$ cat config.mk
export PLATFORM = sky130hd
export DESIGN_NAME = sar_conv_ctrl
export DESIGN_NICKNAME = d
export VERILOG_FILES = /design/src/rtl/sar_pkg.sv /design/src/rtl/sar_core.sv /design/src/rtl/sar_result_port.sv /design/src/rtl/sar_conv_ctrl.sv
export SDC_FILE = /design/constraint.sdc
export NUM_CORES = 1
export LEC_CHECK = 0
export BUFFER_PORTS_ARGS = -buffer_cell sky130_fd_sc_hd__buf_2
export CAP_MARGIN = 20
export CORE_UTILIZATION = 50
export CTS_BUF_LIST = sky130_fd_sc_hd__clkbuf_8
export DETAILED_ROUTE_END_ITERATION = 12
export GPL_TIMING_DRIVEN = 1
export PLACE_DENSITY = 0.78
export SETUP_SLACK_MARGIN = 0.02
export SYNTH_ARGS = -nofsm -noshare
export SYNTH_HDL_FRONTEND = slang
export SYNTH_SLANG_ARGS = --single-unit
$ cat constraint.sdc
create_clock -name clk_i -period 1.49 [get_ports clk_i]
set_clock_uncertainty 0.05 [all_clocks]
set_input_delay 0.298 -clock clk_i [delete_from_list [all_inputs] [get_ports clk_i]]
set_output_delay 0.298 -clock clk_i [all_outputs]
set_load 0.01 [all_outputs]
$ cat src/rtl/sar_pkg.sv
package sar_pkg;
   localparam int unsigned SAR_BYTE_W_DEF = 8;
   localparam int unsigned SAR_BITS_DEF   = 12;

   typedef enum logic [1:0] {
      RD_NONE = 2'b00,
      RD_LO   = 2'b01,
      RD_HI   = 2'b10,
      RD_BOTH = 2'b11
   } rd_sel_e;
endpackage

$ cat src/rtl/sar_core.sv
module sar_core #(
   parameter int unsigned N = 12
) (
   input  logic         clk_i,
   input  logic         rst_ni,
   input  logic         start_i,
   input  logic         cmp_i,
   output logic [N-1:0] dac_code_o,
   output logic         busy_o,
   output logic         done_o,
   output logic [N-1:0] fin_code_o,
   output logic         ser_bit_o,
   output logic         ser_vld_o
);
   localparam logic [N-1:0] MSB_ONLY = {1'b1, {(N-1){1'b0}}};

   logic [N-1:0] ptr_q;
   logic [N-1:0] code_q;
   logic [N-1:0] kept;
   logic         busy;

   assign busy       = |ptr_q;
   assign kept       = cmp_i ? code_q : (code_q & ~ptr_q);
   assign busy_o     = busy;
   assign done_o     = busy & ptr_q[0];
   assign fin_code_o = kept;
   assign dac_code_o = code_q;

   always_ff @(posedge clk_i or negedge rst_ni) begin
      if (!rst_ni) begin
         ptr_q     <= '0;
         code_q    <= '0;
         ser_bit_o <= 1'b0;
         ser_vld_o <= 1'b0;
      end else begin
         ser_vld_o <= busy;
         ser_bit_o <= busy & cmp_i;
         if (busy) begin
            ptr_q  <= ptr_q >> 1;
            code_q <= kept | (ptr_q >> 1);
         end else if (start_i) begin
            ptr_q  <= MSB_ONLY;
            code_q <= MSB_ONLY;
         end
      end
   end

   assert_ptr_onehot_R3: assert property (@(posedge clk_i) disable iff (!rst_ni)
      $onehot0(ptr_q));

   assert_first_trial_R1: assert property (@(posedge clk_i) disable iff (!rst_ni)
      (start_i && !busy) |=> (busy && dac_code_o == MSB_ONLY));

   assert_no_early_end_R2: assert property (@(posedge clk_i) disable iff (!rst_ni)
      (busy && !ptr_q[0]) |=> busy);

   assert_ignore_start_R5: assert property (@(posedge clk_i) disable iff (!rst_ni)
      (busy && start_i) |=> (ptr_q == ($past(ptr_q) >> 1)));

   assert_serial_after_R7: assert property (@(posedge clk_i) disable iff (!rst_ni)
      ser_vld_o |-> $past(busy));
endmodule

$ cat src/rtl/sar_result_port.sv
module sar_result_port #(
   parameter int unsigned N      = 12,
   parameter int unsigned BYTE_W = 8
) (
   input  logic              clk_i,
   input  logic              rst_ni,
   input  logic              done_i,
   input  logic [N-1:0]      fin_code_i,
   input  logic              rd_hi_i,
   input  logic              rd_lo_i,
   output logic [BYTE_W-1:0] rd_data_o
);
   import sar_pkg::*;

   localparam int unsigned HI_W = N - BYTE_W;

   logic [N-1:0]      result_q;
   logic [BYTE_W-1:0] hi_byte;
   logic [BYTE_W-1:0] lo_byte;
   rd_sel_e           sel;

   always_ff @(posedge clk_i or negedge rst_ni) begin
      if (!rst_ni)     result_q <= '0;
      else if (done_i) result_q <= fin_code_i;
   end

   assign lo_byte = result_q[BYTE_W-1:0];

   generate
      if (HI_W == BYTE_W) begin : g_hi_full
         assign hi_byte = result_q[N-1:BYTE_W];
      end else begin : g_hi_ext
         assign hi_byte = {{(BYTE_W-HI_W){1'b0}}, result_q[N-1:BYTE_W]};
      end
   endgenerate

   assign sel = rd_sel_e'({rd_hi_i, rd_lo_i});

   always_comb begin
      unique case (sel)
         RD_HI, RD_BOTH: rd_data_o = hi_byte;
         RD_LO:          rd_data_o = lo_byte;
         default:        rd_data_o = '0;
      endcase
   end

   assert_hold_result_R6: assert property (@(posedge clk_i) disable iff (!rst_ni)
      !done_i |=> $stable(result_q));

   assert_idle_bus_R8: assert property (@(posedge clk_i) disable iff (!rst_ni)
      (!rd_hi_i && !rd_lo_i) |-> (rd_data_o == '0));
endmodule

$ cat src/rtl/sar_conv_ctrl.sv
module sar_conv_ctrl #(
   parameter int unsigned N      = sar_pkg::SAR_BITS_DEF,
   parameter int unsigned BYTE_W = sar_pkg::SAR_BYTE_W_DEF
) (
   input  logic              clk_i,
   input  logic              rst_ni,
   input  logic              start_i,
   input  logic              cmp_i,
   output logic [N-1:0]      dac_code_o,
   output logic              eoc_o,
   output logic              ser_bit_o,
   output logic              ser_vld_o,
   input  logic              rd_hi_i,
   input  logic              rd_lo_i,
   output logic [BYTE_W-1:0] rd_data_o
);
   generate
      if (N <= BYTE_W || N > 2 * BYTE_W) begin : g_bad_width
         $error("sar_conv_ctrl: N must lie in (BYTE_W, 2*BYTE_W]");
      end
      if (BYTE_W < 1) begin : g_bad_byte
         $error("sar_conv_ctrl: BYTE_W must be positive");
      end
   endgenerate

   logic         busy;
   logic         done;
   logic [N-1:0] fin_code;

   sar_core #(.N(N)) u_core (
      .clk_i      (clk_i),
      .rst_ni     (rst_ni),
      .start_i    (start_i),
      .cmp_i      (cmp_i),
      .dac_code_o (dac_code_o),
      .busy_o     (busy),
      .done_o     (done),
      .fin_code_o (fin_code),
      .ser_bit_o  (ser_bit_o),
      .ser_vld_o  (ser_vld_o)
   );

   sar_result_port #(.N(N), .BYTE_W(BYTE_W)) u_port (
      .clk_i      (clk_i),
      .rst_ni     (rst_ni),
      .done_i     (done),
      .fin_code_i (fin_code),
      .rd_hi_i    (rd_hi_i),
      .rd_lo_i    (rd_lo_i),
      .rd_data_o  (rd_data_o)
   );

   assign eoc_o = ~busy;

   assert_status_R4: assert property (@(posedge clk_i) disable iff (!rst_ni)
      (eoc_o && !start_i) |=> eoc_o);
endmodule

Word level (Yosys, flattened, before mapping)
Index checks and enable logic that the tools add are counted.

Input bits: 6. Word-level logic and storage cells: 22. Flip-flop bits (word level): 38.

Eq/ne operators: 3. Reduce and logical (&&, ||, !) cells: 3. Bitwise gates (word level): 6. Mux-type cells: 5.

Operators by type and width (number): 12-bit 2-to-1 mux (4); 8-bit one-hot mux with 2 select lines (1); 12-bit bitwise AND (1); 12-bit inverter (1); 12-bit by 11-bit OR with 12-bit output (1); 12-bit OR reduction (1); 2-bit == test, second input constant (2); 1-bit bitwise AND (2); 2-bit by 1-bit == test with 1-bit output, second input constant (1); 2-bit nonzero test (1); 2-bit OR reduction (1); 1-bit inverter (1).

Longest topological paths before layout
Gate-level depths: netlist of run 1.

Depth in word-level cells: 5. Gate-level depth with buffers: 4. Depth with buffers taken out: 3.

By module
From an unflattened synthesis of run 1, not the netlist that was laid out.

Cells, all modules: 141. Area total of the unflattened synthesis: 1742.9 µm².

Modules (own cells, without submodules): sar_core (cells each 106, area each 1186.1 µm², instances 1); sar_result_port (cells each 34, area each 553.0 µm², instances 1); sar_conv_ctrl (cells each 1, area each 3.8 µm², instances 1).

Least setup slack after synthesis of run 1
No wires, ideal clock.

Path type: register to register. Start point: register u_core.ptr_q[10]. End point: register u_core.code_q[8] (netlist: u_core.dac_code_o[8]). Path buffers: 1. Clock period less this slack: 1.283 ns. Slack: 0.207 ns. Arrival: 1.106 ns. Cell stages (with the launch flop): 5. Setup time: 0.126 ns. Path through: dfrtp_1 > nor4_2 > and4_1 > buf_6 > o21ai_0.

Word-level cells in the longest chain between the ends: 2.

RTL lines: start: declaration (line sar_core.sv:17) `logic [N-1:0] ptr_q;`; start signal: assignment (line sar_core.sv:39) `ptr_q <= ptr_q >> 1;`; 12-bit OR reduction (*) (line sar_core.sv:22) `assign busy = |ptr_q;`; 12-bit 2-to-1 mux / 2-bit nonzero test (equally long branches); end signal: assignment (line sar_core.sv:40) `code_q <= kept | (ptr_q >> 1);`; end: declaration (line sar_core.sv:18) `logic [N-1:0] code_q;`.

Mark *: on every way between the ends. The rest lies on a longest branch, timed or not. A chain may end at the register's enable or synchronous reset.

Worst setup path after layout of run 1
Start point: register u_core.ptr_q[0]. End point: output eoc_o.

Word-level cells in the longest chain between the ends: 2.

RTL lines: 12-bit OR reduction (line sar_core.sv:22); via busy (line sar_conv_ctrl.sv:26) `logic busy;`; 1-bit inverter (line sar_conv_ctrl.sv:53) `assign eoc_o = ~busy;`; end: declaration (line sar_conv_ctrl.sv:10) `output logic eoc_o,`.

The timed path passes the listed nets, and every way through them passes these cells.

==> results.sh, run 1 <==
export IMPL_cts_tree="yes"
export IMPL_cts_num_sinks=38
export IMPL_worstMarginPinSlew_ns=0.4547
export IMPL_area_delta_synth_final_pct=20.70
export IMPL_grt_pass1_wl_um=4671
export IMPL_finalSetupTns_ns=-0.3015
export IMPL_hold_viol_final=19
export IMPL_synth_top_area_share_pct=66.38
export IMPL_synth_area_leader_cell="dfrtp_1"
export IMPL_drive_gt1_share_pct=29.81
export IMPL_vias_per_cell=5.276
export IMPL_root_buffer="clkbuf_8"
export IMPL_die_area_mm2=0.003084
export IMPL_syn_avg_cell_area_um2=10.85
export IMPL_fin_area_mm2=0.001729
export IMPL_grt_ovfl_total=0
export IMPL_pre_cts_slack_ns=0.03151
export IMPL_core_mm2=0.002734
export IMPL_cp_max_fo=3
export IMPL_maxCapViolCount=0
export IMPL_fin_crit_ns=1.720
export IMPL_yosysMostFrequentCell="dfrtp_1"
export IMPL_first_pass_iters=4
export IMPL_portBuffers=28
export IMPL_dpl_cell_area_mm2=0.001585
export IMPL_setup_viol=6
export IMPL_worstPathRequired_ns=1.14
export IMPL_hp_class="primary input to asynchronous set/reset pin"
export IMPL_status="complete, but fails checks"
export IMPL_grt_usage_pct=20.50
export IMPL_dpl_hpwl_um=1911
export IMPL_cts_max_level=2
export IMPL_path_clk_slew_ns=0.07
export IMPL_crit_path_end_kind="output port"
export IMPL_synth_area_leaders="dfrtp_1 66%, o21ai_0 11%, clkbuf_1 3.7%"
export IMPL_synth_cells=132
export IMPL_ys_types=17
export IMPL_multi_input_area_um2=394.1
export IMPL_clock_tree_buffer_depth=2
export IMPL_antenna_diode_count=0
export IMPL_instances_no_fill=192
export IMPL_fin_crit_sh_pct=115.4
export IMPL_io_pins=29
export IMPL_post_route_util_pct=63.25
export IMPL_r2r_setup_slack_ns=-0.03
export IMPL_slew_violations=0
export IMPL_ys_warnings_count=0
export IMPL_power_total_mw=3.751
export IMPL_arrival_ns=1.37
export IMPL_cp_start_kind="flip-flop"
export IMPL_fin_hold_ws_ns=-0.008373
export IMPL_synthFlopType="dfrtp_1"
export IMPL_netlist_area_mm2=0.001433
export IMPL_vias=1013
export IMPL_register_area_um2=952.2
export IMPL_final_nets=166
export IMPL_synthArstFlopShare_pct=100.0
export IMPL_routed_wl_um=2725
export IMPL_drc=0
export IMPL_cts_hold_buf=0
export IMPL_antenna_found_initial=0
export IMPL_die_y_um=55.53
export IMPL_critPathKind="flip-flop to output port"
export IMPL_power_density_mw_per_mm2=2169
export IMPL_vdd_drop_max_mv=1.288
export IMPL_start_util_pct=52.40
export IMPL_placedCellCount=181
export IMPL_synth_seq_cells=38
export IMPL_violations="hold timing, setup timing"
export IMPL_ys_seq_area_share_pct=66.38
export IMPL_rsz0062_at_grt="true"
export IMPL_wire_per_inst_um=14.19
export IMPL_synth_nets=138
export IMPL_grt_start_max_net_pins=39
export IMPL_setup_ws_ns=-0.2302
export IMPL_antenna_left=0
export IMPL_die_w_um=55.53
export IMPL_numCtsBuffers=5
export IMPL_gp_congestion=0.7486
export IMPL_max_freq_mhz=581.3
export IMPL_p_leak_nw=0.8556
export IMPL_clkLatencyLatePin_ns=0.29
export IMPL_first_global_vias=1041
export IMPL_core_rowCount=19
export IMPL_yosys_top_cells_count="38 x dfrtp_1, 32 x o21ai_0, 14 x clkbuf_1, 14 x inv_1, 10 x nand2_1"
export IMPL_relSlewSlack_pct=69.69
export IMPL_synth_edf_count=0
export IMPL_drt_iter0_drc=40
export IMPL_nFillCells=218
-- path summary, 6_finish.rpt --
kind / from / endpoint / cells past startpoint
worst max register to register: u_core.ptr_q[7]$_DFFE_PN0P_ / u_core.dac_code_o[8]$_DFFE_PN0P_ / 5
worst max-delay path: u_core.ptr_q[0]$_DFFE_PN0P_ / eoc_o / 4
max in group asynchronous: rst_ni / u_core.ptr_q[0]$_DFFE_PN0P_ / 2
worst min-delay path: rst_ni / u_core.ptr_q[1]$_DFFE_PN0P_ / 2
worst min register to register: u_core.ptr_q[2]$_DFFE_PN0P_ / u_core.ptr_q[1]$_DFFE_PN0P_ / 0
min in group clk_i: start_i / u_core.ptr_q[11]$_DFFE_PN0P_ / 3
-- flip-flops by register name, summed over array words and instances (netlist names) --
name	flops
u_core.dac_code_o	12
u_core.ptr_q	12
u_core.ser_bit_o	1
u_core.ser_vld_o	1
u_port.result_q	12
-- layer usage --
metal / up-vias / share of wire [%] / global-route usage (%)
met2: 41 / 48 / 30.46
met3: 12 / 6.7 / 7.026
met5: - / 0 / 0
li1: 485 / - / -
met4: 0 / 3.5 / 13.21
met1: 475 / 42 / 25.61
-- placed cells by master, fill, tap and decap left out --
cell and instances:
nand2_1 10, nand2b_1 1, inv_1 15, o21ai_1 1, dfrtp_1 37, clkbuf_8 6, o21a_1 1, a22o_1 4
and4_1 1, dfrtp_2 1, nor2_1 2, clkinv_2 1, and2_1 5, buf_4 8, o21ai_0 32, nand3_1 3
nor4_4 3, o21bai_1 1, nor2b_2 1, buf_2 28
-- area by class of cell --
cell class	count	share of cell area (%)
clock buffer	6	4.776
clock inverter	2	0.5065
inverter	14	3.039
multi-input combinational	65	22.79
sequential	38	55.07
tap	31	2.243
timing repair buffer	36	11.58
-- report_power, final --
part / total [mW] / switching, mW / internal (mW)
registers: 1.77 / 0.297 / 1.47
clock network: 0.702 / 0.336 / 0.366
logic: 1.28 / 0.684 / 0.596
total: 3.75 / 1.32 / 2.43
-- repair_timing --
action | in CTS | in global routing
setup endpoints to repair | 1 | 22
pin swaps | 3 | 3
setup buffers | 1 | 2
resized for setup | 0 | 5
-- cells by family (layout without fill, tap and decap cells) --
group,Yosys count,after routing,synth area share (%)
flops,38,38,66.38
simple gates,26,26,10.48
compound gates,39,39,15.02
buf+inv,29,58,8.122
-- critical path: stages, from the launching register on --
cell	delay [ns]
dfrtp_2	0.44
nor4_4	0.30
nand3_1	0.15
inv_1	0.07
buf_2	0.12
(Power assumes the default switching activity.)
==> inputs of run 2 (changes only) <==
==> constraint.sdc (replaced) <==
create_clock -name clk_i -period 2 [get_ports clk_i]
set_clock_uncertainty 0.05 [all_clocks]
set_input_delay 0.4 -clock clk_i [delete_from_list [all_inputs] [get_ports clk_i]]
set_output_delay 0.4 -clock clk_i [all_outputs]
set_load 0.01 [all_outputs]
==> run 2 against run 1 <==
The flow now finishes without violations. Clock power shrank 31%. Via count fell by 3.1%. Critical endpoint unchanged. Highest routed layer unchanged. Final area shrank 5.1%. Sequential share of layout area rose by 2.9 points. Largest cell class unchanged. Combinational power is 34% lower. Cell count is 4.7% lower. Critical path type unchanged. Wire length fell by 7.0%. Global-route usage shrank 1.2 points. Flip-flop and latch count unchanged. Hold slack better by 0.16 ns.
==> results.sh, run 2 (synthesis gave the netlist of run 1 again) <==
export IMPL_cts_hold_buf=0
export IMPL_first_pass_iters=4
export IMPL_die_y_um=55.53
export IMPL_wire_per_inst_um=13.85
export IMPL_p_leak_nw=0.8024
export IMPL_die_w_um=55.53
export IMPL_max_freq_mhz=540.9
export IMPL_area_delta_synth_final_pct=14.50
export IMPL_nFillCells=224
export IMPL_cts_num_sinks=38
export IMPL_core_rowCount=19
export IMPL_drc=0
export IMPL_grt_pass1_wl_um=4464
export IMPL_die_area_mm2=0.003084
export IMPL_fin_area_mm2=0.001640
export IMPL_relSlewSlack_pct=45.98
export IMPL_grt_usage_pct=19.33
export IMPL_first_global_vias=993
export IMPL_core_mm2=0.002734
export IMPL_power_total_mw=2.637
export IMPL_grt_ovfl_total=0
export IMPL_critPathKind="flip-flop to output port"
export IMPL_setup_viol=0
export IMPL_worstMarginPinSlew_ns=0.8104
export IMPL_mostFrequentLayoutCells="38 x dfrtp_1, 32 x o21ai_0, 28 x buf_2, 14 x inv_1, 10 x nand2_1"
export IMPL_path_clk_slew_ns=0.07
export IMPL_dpl_cell_area_mm2=0.001548
export IMPL_hp_class="primary input to asynchronous set/reset pin"
export IMPL_start_util_pct=52.40
export IMPL_cp_start_kind="flip-flop"
export IMPL_drive_gt1_share_pct=25.66
export IMPL_slew_violations=0
export IMPL_setup_ws_ns=0.1511
export IMPL_gp_congestion=0.8053
export IMPL_vias=982
export IMPL_post_route_util_pct=60.00
export IMPL_register_area_um2=950.9
export IMPL_cp_max_fo=4
export IMPL_arrival_ns=1.40
export IMPL_portBuffers=28
export IMPL_antenna_diode_count=0
export IMPL_root_buffer="clkbuf_8"
export IMPL_worstPathRequired_ns=1.55
export IMPL_antenna_found_initial=0
export IMPL_power_density_mw_per_mm2=1607
export IMPL_dpl_hpwl_um=1826
export IMPL_routed_wl_um=2534
export IMPL_cts_tree="yes"
export IMPL_io_pins=29
export IMPL_rsz0062_at_grt="false"
export IMPL_cts_max_level=2
export IMPL_antenna_left=0
export IMPL_pre_cts_slack_ns=0.3342
export IMPL_numCtsBuffers=5
export IMPL_hold_viol_final=0
export IMPL_clock_tree_buffer_depth=2
export IMPL_postCtsSetupRepairBufs=0
export IMPL_finalSetupTns_ns=0
export IMPL_final_common_cell="dfrtp_1"
export IMPL_r2r_cells=3
export IMPL_drt_iter0_drc=24
export IMPL_clkLatencyLatePin_ns=0.29
export IMPL_maxCapViolCount=0
export IMPL_status="completed"
export IMPL_crit_path_end_kind="output port"
export IMPL_final_nets=158
export IMPL_fin_crit_ns=1.849
export IMPL_multi_input_area_um2=379.1
export IMPL_grt_start_max_net_pins=39
export IMPL_fin_crit_sh_pct=92.45
export IMPL_vdd_drop_max_mv=1.003
export IMPL_vias_per_cell=5.366
export IMPL_cts_resized=0
run 2: cell count changes in the layout (fill, tap and decap cells not counted):
cell,before,now
buf_4,8,0
clkbuf_8,6,5
clkinv_2,1,2
dfrtp_1,37,38
dfrtp_2,1,0
inv_1,15,14
nand3_1,3,2
nand3_2,0,1
nor2b_1,0,1
nor2b_2,1,0
nor4_2,0,2
nor4_4,3,1
run 2: final timing paths:
check,slack (ns),start,to
max in group asynchronous,1.24,rst_ni,u_core.ser_vld_o$_DFF_PN0_
worst min-delay path,0.15,rst_ni,u_core.dac_code_o[2]$_DFFE_PN0P_
worst min register to register,0.37,u_core.ptr_q[5]$_DFFE_PN0P_,u_core.ptr_q[4]$_DFFE_PN0P_
worst max register to register,0.41,u_core.ptr_q[10]$_DFFE_PN0P_,u_core.dac_code_o[0]$_DFFE_PN0P_
worst max-delay path,0.15,u_core.ptr_q[10]$_DFFE_PN0P_,eoc_o
min in group clk_i,0.29,start_i,u_core.ptr_q[11]$_DFFE_PN0P_
run 2: per-stage QoR:
step                hold WS, ns  instances
floorplan               0.05441        132
global placement         0.3572        176
detailed placement       0.3574        176
CTS                      0.1743        183
global route             0.2077        183
finish                   0.1545        183
run 2: layout make-up:
cell class,instances,area share [%]
Clock buffer,5,4.195
Clock inverter,2,0.6102
Inverter,14,3.204
Multi-Input combinational cell,65,23.11
Sequential cell,38,57.97
Tap cell,31,2.365
Timing Repair Buffer,28,8.543
run 2: critical path, cell delays in order (launching register included):
cell and delay (ns):
dfrtp_1 0.40, nor4_2 0.38, nand3_2 0.14, inv_1 0.07, buf_2 0.12
run 2: where the power goes:
part,total (mW),internal [mW],switching (mW),leakage (nW)
registers,1.30,1.10,0.207,0.476
logic,0.849,0.362,0.487,0.282
clock network,0.485,0.234,0.251,0.0438
total,2.64,1.69,0.945,0.802
run 2: routing by layer:
layer	vias up	GRT usage, %	wire length, µm
met4	0	7.857	38
met1	483	25.12	1134
met2	29	28.74	1210
li1	467	-	-
met5	-	0	0
met3	3	8.197	151
